File: src/rtl/ift_pkg.sv
package ift_pkg;
  localparam int unsigned ADDR_W = 32;
  localparam int unsigned WORD_W = 32;

  localparam logic [2:0] REG_CTRL  = 3'd0;
  localparam logic [2:0] REG_ADDR  = 3'd1;
  localparam logic [2:0] REG_COUNT = 3'd2;
  localparam logic [2:0] REG_PART  = 3'd3;
  localparam logic [2:0] REG_LEVEL = 3'd4;
  localparam logic [2:0] REG_ASIZE = 3'd5;

  localparam int unsigned CB_RD_GO  = 0;
  localparam int unsigned CB_WR_GO  = 1;
  localparam int unsigned CB_ABORT  = 2;
  localparam int unsigned CB_RD_DN  = 4;
  localparam int unsigned CB_WR_DN  = 5;
  localparam int unsigned CB_BUSY   = 8;

  typedef enum logic [1:0] {ENG_IDLE, ENG_RD, ENG_WR} eng_state_e;
endpackage

File: src/rtl/ift_ring.sv
module ift_ring #(
  parameter int unsigned DEPTH = 16,
  localparam int unsigned PW = $clog2(DEPTH),
  localparam int unsigned LW = $clog2(DEPTH + 1)
) (
  input  logic          clk_i,
  input  logic          rst_ni,
  input  logic          flush_i,
  input  logic [LW-1:0] cap_i,
  input  logic          push_i,
  input  logic          pop_i,
  output logic [PW-1:0] wr_idx_o,
  output logic [PW-1:0] rd_idx_o,
  output logic [LW-1:0] level_o,
  output logic          full_o,
  output logic          empty_o
);
  logic [PW-1:0] wr_q, rd_q;
  logic [LW-1:0] lvl_q;
  logic push_ok, pop_ok, wr_wrap, rd_wrap;

  assign full_o   = (lvl_q == cap_i);
  assign empty_o  = (lvl_q == '0);
  assign push_ok  = push_i && !full_o;
  assign pop_ok   = pop_i && !empty_o;
  assign wr_wrap  = (LW'(wr_q) == cap_i - LW'(1));
  assign rd_wrap  = (LW'(rd_q) == cap_i - LW'(1));
  assign wr_idx_o = wr_q;
  assign rd_idx_o = rd_q;
  assign level_o  = lvl_q;

  always_ff @(posedge clk_i or negedge rst_ni) begin
    if (!rst_ni) begin
      wr_q  <= '0;
      rd_q  <= '0;
      lvl_q <= '0;
    end else if (flush_i) begin
      wr_q  <= '0;
      rd_q  <= '0;
      lvl_q <= '0;
    end else begin
      if (push_ok) wr_q <= wr_wrap ? '0 : wr_q + PW'(1);
      if (pop_ok)  rd_q <= rd_wrap ? '0 : rd_q + PW'(1);
      lvl_q <= lvl_q + LW'(push_ok) - LW'(pop_ok);
    end
  end


  level_bound_chk: assert property (@(posedge clk_i) disable iff (!rst_ni)
    level_o <= cap_i);
endmodule

File: src/rtl/ift_sram.sv
module ift_sram #(
  parameter int unsigned DEPTH = 16,
  parameter int unsigned W = 32,
  localparam int unsigned AW = $clog2(DEPTH)
) (
  input  logic          clk_i,
  input  logic          we_a_i,
  input  logic [AW-1:0] waddr_a_i,
  input  logic [W-1:0]  wdata_a_i,
  input  logic          we_b_i,
  input  logic [AW-1:0] waddr_b_i,
  input  logic [W-1:0]  wdata_b_i,
  input  logic [AW-1:0] raddr_a_i,
  output logic [W-1:0]  rdata_a_o,
  input  logic [AW-1:0] raddr_b_i,
  output logic [W-1:0]  rdata_b_o
);
  logic [W-1:0] mem_q [DEPTH];

  // regions are disjoint, so the two write ports never collide
  always_ff @(posedge clk_i) begin
    if (we_a_i) mem_q[waddr_a_i] <= wdata_a_i;
    if (we_b_i) mem_q[waddr_b_i] <= wdata_b_i;
  end

  assign rdata_a_o = mem_q[raddr_a_i];
  assign rdata_b_o = mem_q[raddr_b_i];
endmodule

File: src/rtl/ift_engine.sv
module ift_engine
  import ift_pkg::*;
#(
  parameter int unsigned CW = 16
) (
  input  logic              clk_i,
  input  logic              rst_ni,
  input  logic              rd_go_i,
  input  logic              wr_go_i,
  input  logic              abort_i,
  input  logic [CW-1:0]     count_i,
  input  logic [ADDR_W-1:0] addr_i,
  input  logic              four_byte_i,
  input  logic              rd_full_i,
  input  logic              wr_empty_i,
  input  logic [WORD_W-1:0] wr_word_i,
  output logic              busy_o,
  output logic              rd_push_o,
  output logic [WORD_W-1:0] rd_word_o,
  output logic              wr_pop_o,
  output logic              done_rd_o,
  output logic              done_wr_o,
  output logic              be_req_o,
  output logic              be_we_o,
  output logic [ADDR_W-1:0] be_addr_o,
  output logic [7:0]        be_wdata_o,
  input  logic [7:0]        be_rdata_i,
  input  logic              be_ack_i
);
  eng_state_e state_q;
  logic [CW-1:0] off_q;
  logic [WORD_W-1:0] asm_q, word_q, merged;
  logic have_q, take, last, word_end, zero_cnt;
  logic [1:0] lane;
  logic [ADDR_W-1:0] full_addr;

  assign lane      = off_q[1:0];
  assign last      = (off_q == count_i - CW'(1));
  assign word_end  = (lane == 2'd3) || last;
  assign zero_cnt  = (count_i == '0);
  assign busy_o    = (state_q != ENG_IDLE);
  assign be_req_o  = ((state_q == ENG_RD) && !rd_full_i) || ((state_q == ENG_WR) && have_q);
  assign be_we_o   = (state_q == ENG_WR);
  assign take      = be_req_o && be_ack_i && !abort_i;
  assign full_addr = addr_i + ADDR_W'(off_q);
  assign be_addr_o = four_byte_i ? full_addr : {8'h00, full_addr[23:0]};
  assign be_wdata_o = word_q[{lane, 3'b000} +: 8];
  assign merged    = asm_q | (WORD_W'(be_rdata_i) << {lane, 3'b000});
  assign rd_word_o = merged;
  assign rd_push_o = (state_q == ENG_RD) && take && word_end;
  assign wr_pop_o  = (state_q == ENG_WR) && !have_q && !wr_empty_i && !abort_i;
  assign done_rd_o = !abort_i && (((state_q == ENG_RD) && take && last) ||
                     ((state_q == ENG_IDLE) && rd_go_i && zero_cnt));
  assign done_wr_o = !abort_i && (((state_q == ENG_WR) && take && last) ||
                     ((state_q == ENG_IDLE) && !rd_go_i && wr_go_i && zero_cnt));

  always_ff @(posedge clk_i or negedge rst_ni) begin
    if (!rst_ni) begin
      state_q <= ENG_IDLE;
      off_q   <= '0;
      asm_q   <= '0;
      word_q  <= '0;
      have_q  <= 1'b0;
    end else if (abort_i) begin
      state_q <= ENG_IDLE;
      off_q   <= '0;
      asm_q   <= '0;
      have_q  <= 1'b0;
    end else begin
      case (state_q)
        ENG_IDLE: begin
          off_q  <= '0;
          asm_q  <= '0;
          have_q <= 1'b0;
          if (rd_go_i && !zero_cnt) state_q <= ENG_RD;
          else if (!rd_go_i && wr_go_i && !zero_cnt) state_q <= ENG_WR;
        end
        ENG_RD: if (take) begin
          asm_q <= word_end ? '0 : merged;
          off_q <= off_q + CW'(1);
          if (last) state_q <= ENG_IDLE;
        end
        ENG_WR: begin
          if (wr_pop_o) begin
            word_q <= wr_word_i;
            have_q <= 1'b1;
          end
          if (take) begin
            off_q <= off_q + CW'(1);
            if (word_end) have_q <= 1'b0;
            if (last) state_q <= ENG_IDLE;
          end
        end
        default: state_q <= ENG_IDLE;
      endcase
    end
  end


  req_hold_chk: assert property (@(posedge clk_i) disable iff (!rst_ni)
    be_req_o && !be_ack_i && !abort_i |=> be_req_o && $stable(be_addr_o));

  abort_idle_chk: assert property (@(posedge clk_i) disable iff (!rst_ni)
    abort_i |=> !busy_o && !be_req_o);
endmodule

File: src/rtl/ift_ctrl.sv
module ift_ctrl
  import ift_pkg::*;
#(
  parameter int unsigned DEPTH = 16,
  parameter int unsigned CW = 16
) (
  input  logic              clk_i,
  input  logic              rst_ni,
  input  logic              reg_we_i,
  input  logic [2:0]        reg_addr_i,
  input  logic [31:0]       reg_wdata_i,
  output logic [31:0]       reg_rdata_o,
  input  logic              host_push_i,
  input  logic [WORD_W-1:0] host_wdata_i,
  input  logic              host_pop_i,
  output logic [WORD_W-1:0] host_rdata_o,
  output logic              be_req_o,
  output logic              be_we_o,
  output logic [ADDR_W-1:0] be_addr_o,
  output logic [2:0]        be_abytes_o,
  output logic [7:0]        be_wdata_o,
  input  logic [7:0]        be_rdata_i,
  input  logic              be_ack_i
);
  localparam int unsigned PW = $clog2(DEPTH);
  localparam int unsigned LW = $clog2(DEPTH + 1);

  logic [ADDR_W-1:0] addr_q;
  logic [CW-1:0] count_q;
  logic [LW-1:0] part_q, wr_cap;
  logic [1:0] asize_q;
  logic rd_done_q, wr_done_q;
  logic busy, ctrl_wr, rd_go, wr_go, abort, part_ok, flush;
  logic rd_push, wr_pop, done_rd, done_wr;
  logic [WORD_W-1:0] rd_word, wr_word;
  logic [PW-1:0] rd_widx, rd_ridx, wr_widx, wr_ridx;
  logic [LW-1:0] rd_lvl, wr_lvl;
  logic rd_full, rd_empty, wr_full, wr_empty;

  assign ctrl_wr = reg_we_i && (reg_addr_i == REG_CTRL);
  assign rd_go   = ctrl_wr && reg_wdata_i[CB_RD_GO] && !busy;
  assign wr_go   = ctrl_wr && reg_wdata_i[CB_WR_GO] && !busy;
  assign abort   = ctrl_wr && reg_wdata_i[CB_ABORT];
  assign part_ok = reg_we_i && !busy && (reg_addr_i == REG_PART) &&
                   (reg_wdata_i != '0) && (reg_wdata_i < 32'(DEPTH));
  assign flush   = abort || part_ok;
  assign wr_cap  = LW'(DEPTH) - part_q;
  assign be_abytes_o = {1'b0, asize_q} + 3'd1;

  always_ff @(posedge clk_i or negedge rst_ni) begin
    if (!rst_ni) begin
      addr_q    <= '0;
      count_q   <= '0;
      part_q    <= LW'(DEPTH / 2);
      asize_q   <= 2'd2;
      rd_done_q <= 1'b0;
      wr_done_q <= 1'b0;
    end else begin
      if (reg_we_i && !busy) begin
        case (reg_addr_i)
          REG_ADDR:  addr_q  <= reg_wdata_i;
          REG_COUNT: count_q <= reg_wdata_i[CW-1:0];
          REG_ASIZE: if (reg_wdata_i == 32'd2 || reg_wdata_i == 32'd3) asize_q <= reg_wdata_i[1:0];
          default: ;
        endcase
      end
      if (part_ok) part_q <= reg_wdata_i[LW-1:0];
      if (done_rd) rd_done_q <= 1'b1;
      else if (ctrl_wr && reg_wdata_i[CB_RD_DN]) rd_done_q <= 1'b0;
      if (done_wr) wr_done_q <= 1'b1;
      else if (ctrl_wr && reg_wdata_i[CB_WR_DN]) wr_done_q <= 1'b0;
    end
  end

  always_comb begin
    reg_rdata_o = '0;
    case (reg_addr_i)
      REG_CTRL: begin
        reg_rdata_o[CB_RD_DN] = rd_done_q;
        reg_rdata_o[CB_WR_DN] = wr_done_q;
        reg_rdata_o[CB_BUSY]  = busy;
      end
      REG_ADDR:  reg_rdata_o = addr_q;
      REG_COUNT: reg_rdata_o = 32'(count_q);
      REG_PART:  reg_rdata_o = 32'(part_q);
      REG_LEVEL: begin
        reg_rdata_o[LW-1:0]    = rd_lvl;
        reg_rdata_o[16 +: LW]  = wr_lvl;
      end
      REG_ASIZE: reg_rdata_o = 32'(asize_q);
      default: ;
    endcase
  end

  ift_ring #(.DEPTH(DEPTH)) u_rd_ring (
    .clk_i, .rst_ni, .flush_i(flush), .cap_i(part_q),
    .push_i(rd_push), .pop_i(host_pop_i),
    .wr_idx_o(rd_widx), .rd_idx_o(rd_ridx), .level_o(rd_lvl),
    .full_o(rd_full), .empty_o(rd_empty)
  );

  ift_ring #(.DEPTH(DEPTH)) u_wr_ring (
    .clk_i, .rst_ni, .flush_i(flush), .cap_i(wr_cap),
    .push_i(host_push_i), .pop_i(wr_pop),
    .wr_idx_o(wr_widx), .rd_idx_o(wr_ridx), .level_o(wr_lvl),
    .full_o(wr_full), .empty_o(wr_empty)
  );

  ift_sram #(.DEPTH(DEPTH), .W(WORD_W)) u_sram (
    .clk_i,
    .we_a_i(rd_push && !rd_full), .waddr_a_i(rd_widx), .wdata_a_i(rd_word),
    .we_b_i(host_push_i && !wr_full), .waddr_b_i(PW'(part_q + LW'(wr_widx))),
    .wdata_b_i(host_wdata_i),
    .raddr_a_i(rd_ridx), .rdata_a_o(host_rdata_o),
    .raddr_b_i(PW'(part_q + LW'(wr_ridx))), .rdata_b_o(wr_word)
  );

  ift_engine #(.CW(CW)) u_engine (
    .clk_i, .rst_ni, .rd_go_i(rd_go), .wr_go_i(wr_go), .abort_i(abort),
    .count_i(count_q), .addr_i(addr_q), .four_byte_i(asize_q == 2'd3),
    .rd_full_i(rd_full), .wr_empty_i(wr_empty), .wr_word_i(wr_word),
    .busy_o(busy), .rd_push_o(rd_push), .rd_word_o(rd_word), .wr_pop_o(wr_pop),
    .done_rd_o(done_rd), .done_wr_o(done_wr),
    .be_req_o, .be_we_o, .be_addr_o, .be_wdata_o, .be_rdata_i, .be_ack_i
  );


  abort_done_chk: assert property (@(posedge clk_i) disable iff (!rst_ni)
    abort && !reg_wdata_i[CB_RD_DN] && !reg_wdata_i[CB_WR_DN]
    |=> $stable(rd_done_q) && $stable(wr_done_q));

  part_flush_chk: assert property (@(posedge clk_i) disable iff (!rst_ni)
    part_ok |=> (rd_lvl == '0) && (wr_lvl == '0));
endmodule

File: config.mk
export PLATFORM = sky130hd
export DESIGN_NAME = ift_ctrl
export DESIGN_NICKNAME = d
export VERILOG_FILES = /design/src/rtl/ift_pkg.sv /design/src/rtl/ift_ring.sv /design/src/rtl/ift_sram.sv /design/src/rtl/ift_engine.sv /design/src/rtl/ift_ctrl.sv
export SDC_FILE = /design/constraint.sdc
export NUM_CORES = 2
export LEC_CHECK = 0
export BUFFER_PORTS_ARGS = -buffer_cell sky130_fd_sc_hd__buf_2
export CORE_MARGIN = 4
export CORE_UTILIZATION = 40
export CTS_CLUSTER_DIAMETER = 60
export DETAILED_ROUTE_END_ITERATION = 7
export PLACE_DENSITY = 0.62
export SYNTH_ARGS = -nofsm -noshare
export SYNTH_HDL_FRONTEND = slang
export SYNTH_HIERARCHICAL = 1
export SYNTH_SLANG_ARGS = --single-unit
export TNS_END_PERCENT = 5
File: constraint.sdc
create_clock -name clk_i -period 5.8 [get_ports clk_i]
set_clock_uncertainty 0.1 [all_clocks]
set_input_delay 0 -clock clk_i [delete_from_list [all_inputs] [get_ports clk_i]]
set_output_delay 0 -clock clk_i [all_outputs]
set_load 0.1 [all_outputs]
# Word-level counts from Yosys, hierarchy flattened

Memories as Yosys holds them, arrays and structs flattened. A register that Yosys moved wholly into a read port is not among the register bits.
Index checks and enable logic that the tools add are counted.

Bits in registers: 134
Memory bits (writable): 512
Bits of input ports: 81
Output and inout port bits: 109
Logic and storage cells: 188
Memories kept: 1

Add/sub/neg operators: 17
Magnitude comparators: 1
Eq/ne operators: 22
Shift-type cells: 2
Multiplexer cells: 49
Bitwise operators: 2
Reductions and logical operators: 78

Memory list:

| memory       | depth | bits a word | rd ports | clocked after memory_dff | wr ports | RTL line       | RTL |
|---|---|---|---|---|---|---|---|
| u_sram.mem_q | 16    | 32          | 2        | 1                        | 2        | ift_sram.sv:18 | `logic [W-1:0] mem_q [DEPTH];` |

Operators by type and width:

| operator              | number |
|---|---|
| $mux 32               | 4 |
| $eq 32x2->1 const B   | 2 |
| $pmux 32 s2           | 1 |
| $mux 4                | 12 |
| $logic_and 1x1->1     | 38 |
| $add 32x16->32        | 1 |
| $lt 32x5->1 const B   | 1 |
| $mux 16               | 2 |
| $or 32x32->32         | 1 |
| $pmux 16 s2           | 1 |
| $reduce_bool 32->1    | 1 |
| $shiftx 32x6->8       | 1 |
| $shl 8x5->32          | 1 |
| $eq 4x5->1            | 4 |
| $pmux 4 s5            | 1 |
| $add 16x1->16 const B | 1 |
| $add 4x1->4 const B   | 4 |
| $eq 16x16->1          | 1 |
| $logic_not 16->1      | 1 |
| $sub 16x1->16 const B | 1 |
| $pmux 7 s2            | 1 |
| $reduce_bool 2->1     | 7 |
| $mux 1                | 12 |
| $mux 11               | 1 |
| 32 further kinds      | 71 |

# Depth between registers and ports, before layout

Depth in word-level cells: 12
Depth in mapped cells: 22
Mapped depth without buffers: 21

# Cells and area by module

Netlist, hierarchy kept.

By module, submodules not included:

| module     | times used | cells an instance | area an instance (µm²) | seq. area each (µm²) |
|---|---|---|---|---|
| ift_sram   | 1          | 1737              | 29538.3                | 15374.7 |
| ift_engine | 1          | 591               | 5565.3                 | 2077.0 |
| ift_ctrl   | 1          | 267               | 3113.0                 | 1428.9 |
| ift_ring   | 2          | 106               | 1038.5                 | 325.3 |

# Worst setup path before layout

Ideal clock, no wire load.

Path type: register -> register
Start point: reg count_q[0]
End point: mem u_sram.mem_q[0][0], enable pin
Setup time: 466 ps
Data arrival time: 5449 ps
Data required time: 5234 ps
Path slack: -214 ps
Stages on the path, launching flop included: 14
Buffers on the path: 1
Period minus slack after synthesis: 6014 ps
Cells stage by stage: dfrtp_1 inv_1 ha_1 clkbuf_1 nor3b_1 nand2_1 o311ai_0 nor2_1 nor4_4 a21oi_2 nor3_1 nor2b_1 or3b_2 o21ai_0

RTL lines:

| item                   | RTL line       | RTL |
|---|---|---|
| from (decl)            | ift_ctrl.sv:29 | `logic [CW-1:0] count_q;` |
| from (signal assigned) | ift_ctrl.sv:62 | `REG_COUNT: count_q <= reg_wdata_i[CW-1:0];` |
| to (decl)              | ift_sram.sv:18 |  |

==> impl_metrics.tcl <==
set metrics [dict create \
    synth_cell_type_count 87 \
    timing.fmax_mhz 184 \
    ys_ff_latch 678 \
    r2r-start "count_q[0]" \
    die-area_um2 106000 \
    num_rows 116 \
    cp_slowest_stage_delay_ns 0.87 \
    p_leak_nw 17.3 \
    vias_per_cell 6.28 \
    grt_usage_pct 23.9 \
    initial_core_util_pct 40.3 \
    finalSetupTns_ns 0 \
    post-dp-hpwl_um 81500 \
    cts_tree "built" \
    holdWs_ns 0.0388 \
    min_to "addr_q[25]" \
    clockRootBuffer "clkbuf_16" \
    worst_pin_slew_ns 1.18 \
    gp_congestion 0.847 \
    hold_depth 3 \
    drt-wirelength-per-cell_um 29.5 \
    synth_area_um2 40300 \
    drc 0 \
    maxCapViolations 0 \
    slew-limit-headroom_pct 20.5 \
    die_h_um 325 \
    synth_edf_count 512 \
    cts.path.max_buffers 3 \
    cpMaxStageDelayCell "o21ai_4" \
    instances_no_fill 4352 \
    dpl-instance-area_um2 42600 \
    hp-class "input pin to flop" \
    portBuffers 189 \
    cts-resized-gates 0 \
    ir_worst_vdd_v 0.000607 \
    finalNetCount 3120 \
    holdBufCountCts 90 \
    final_antenna_net_count 0 \
    numCtsBuffers 83 \
    final-hold-violation-count 0 \
    die_w_um 325 \
    core-area_um2 100000 \
    overflow 0 \
    timing.reg2reg.setup_slack_ns 0.36 \
    syn_avg_cell_area_um2 14.4 \
    wirelength_um 128000 \
    cts.sinks 678 \
    syn_inst 2807 \
    path_class "flop to flop" \
    min_from "reg_wdata_i[25]" \
    drtIter0Drc 2939 \
    rsz0062_at_grt "no" \
    reg2regPathDepth 13 \
    dr.pass1.iters 5 \
    grt_pass1_vias 28600 \
    worstSetupStartpointType "flop" \
    r2r-end "u_sram/mem_q[6][14]" \
    required_ns 6.05 \
    path_cells "inv_1, ha_1, nor3b_1, nand2_1, o311ai_0, nor2_1, nor4_4, a21oi_2, nor3_1, nor2b_1, nand3b_1, o21ai_4, buf_12" \
    grt_pass1_wl_um 191000 \
    dr_total_vias 27300 \
    setup_viol 0 \
    synthArstFlopShare_pct 24.5 \
    cts_max_level 3 \
    endpoint_kind "flop" \
    antenna_found_initial 3 \
    crit_arrival_ns 5.69 \
    post-cts-setup-buffers 0 \
    dpl.cell_count 4110 \
    powerDensity_nw_per_um2 488 \
    syn_nets 2940 \
    synth-seq-area-share_pct 48.5 \
    grt_max_degree 71 \
    final_layout_size_suffix_gt1_share_pct 43.3 \
    drv_slew 0 \
    fin_crit_sh_pct 93.8 \
    syn_to_final_growth_pct 14.5 \
    ys_warn_count 6 \
    cts.clk_slew.worst_paths_ns 0.06 \
    fin_util_pct 46.2 \
    fin_crit_ns 5.44 \
    ios 190 \
    critical_path.max_fanout 17 \
    run_status "finished, final reports clean" \
    fin_area_um2 46200 \
    clk_latency_ns 0.66 \
    ys.flop_type "edfxtp_1" \
]
[how the worst max path moves through the flow]
stage               startpoint                   to  cells after the start
global placement    count_q[0]  u_sram/mem_q[6][13]                     13
floorplan           count_q[0]   u_sram/mem_q[0][0]                     13
finish              count_q[0]  u_sram/mem_q[6][14]                     13
CTS                 count_q[0]  u_sram/mem_q[6][14]                     13
global route        count_q[0]  u_sram/mem_q[6][16]                     13
detailed placement  count_q[0]  u_sram/mem_q[6][16]                     13
[area by class of cell]
type	count	area (um2)
Clock inverter	37	322
Fill cell	8797	53800
Sequential cell	678	19500
Multi-Input combinational cell	1822	19700
Tap cell	1298	1620
Inverter	52	198
Clock buffer	112	2270
Antenna cell	3	7.51
Timing Repair Buffer	350	2520
[synthesized netlist by cell type (all sizes together) (5+ instances only)]
| cell type | instances | area share [%] |
|---|---|---|
| a21o | 45 | 0.84 |
| a21oi | 72 | 0.90 |
| a22oi | 146 | 2.7 |
| a31oi | 8 | 0.16 |
| and2 | 16 | 0.26 |
| and3 | 19 | 0.29 |
| buf | 111 | 1.7 |
| clkbuf | 144 | 1.3 |
| dfrtp | 164 | 10 |
| edfxtp | 512 | 38 |
| fa | 5 | 0.25 |
| ha | 47 | 1.5 |
| inv | 52 | 0.48 |
| mux2 | 599 | 17 |
| mux2i | 11 | 0.27 |
| mux4 | 264 | 15 |
| nand2 | 115 | 1.1 |
| nand2b | 17 | 0.26 |
| nand3 | 29 | 0.36 |
| nand3b | 9 | 0.18 |
| nand4 | 22 | 0.37 |
| nor2 | 116 | 1.1 |
| nor2b | 31 | 0.48 |
| nor3 | 20 | 0.36 |
| nor3b | 8 | 0.15 |
| nor4 | 12 | 0.24 |
| nor4b | 6 | 0.22 |
| o21ai | 22 | 0.27 |
| o22ai | 9 | 0.14 |
| or2 | 6 | 0.093 |
| or3 | 9 | 0.14 |
| xnor2 | 56 | 1.2 |
| xor2 | 39 | 0.85 |
[layout by cell type, fill, tap and decap left out, types with 8 or more instances in the layout]
cell type,count
dlygate4sd3_1,89
mux2i_1,11
edfxtp_1,512
nor2_4,8
clkbuf_1,22
xor2_1,39
clkbuf_16,84
mux2_4,29
o21ai_0,13
inv_1,51
nand4_1,20
or3_1,8
buf_12,11
ha_1,46
and3_1,18
a22oi_1,146
dfrtp_1,162
nand2_1,111
a21oi_1,70
nor3b_1,8
nor4_1,10
nor2_1,108
nor2b_1,27
nand3_1,27
clkinv_1,10
nand2b_1,16
clkinv_2,13
mux4_2,264
buf_4,61
and2_1,12
nor3_1,11
xnor2_1,56
buf_2,188
a21o_1,45
mux2_2,569
nand3b_1,8
[power by group]
group          internal [mW]  switching (mW)  leakage, nW
Combinational           3.69            6.95         9.32
Sequential              6.13           0.756         6.74
Clock                   2.86            2.15         1.27
Total                   12.7            9.86         17.3
[per-layer routing]
metal / up-vias / track usage, % / wire length [um]
met3: 299 / 4.36 / 11300
met4: 0 / 9.74 / 5620
met5: - / 0 / 0
li1: 11400 / - / -
met2: 1405 / 39.3 / 61500
met1: 14200 / 31.3 / 50000
[state kept, by name, indices dropped and copies added, names as in the netlist, 5 cells and up]
name / flops
part_q: 5
addr_q: 32
u_engine/asm_q: 32
u_engine/off_q: 16
u_rd_ring/level_o: 5
count_q: 16
u_wr_ring/level_o: 5
u_sram/mem_q: 512
u_engine/word_q: 32
[worst max-delay path: cells and delay by family, from the launching register on]
family / cells / cell delay, ns
AOI/OAI and AO/OA: 3 / 1.47
adders and majority gates: 1 / 0.36
buffers and inverters: 2 / 0.37
DFF: 1 / 0.46
and+or+nand+nor: 7 / 2.35
[stage by stage]
| step | setup slack, ns | power (mW) |
|---|---|---|
| floorplan | -0.214 | 14.7 |
| global placement | 0.721 | 17.3 |
| detailed placement | 0.526 | 17.5 |
| CTS | 0.466 | 22.6 |
| global route | 0.163 | 23.4 |
| finish | 0.357 | 22.5 |
[cells by family (layout without fill, tap and decap cells)]
family	Yosys count	count (layout)	share of synthesized area, %
mux	874	874	32.0
buf+inv	307	551	3.53
other cells	0	3	0
xor+xnor	99	99	2.29
fa+ha+maj	52	52	1.71
simple gates	446	446	5.84
compound gates	351	351	6.11
flops	678	678	48.5
Note: power is estimated with default switching activity, not from simulation.
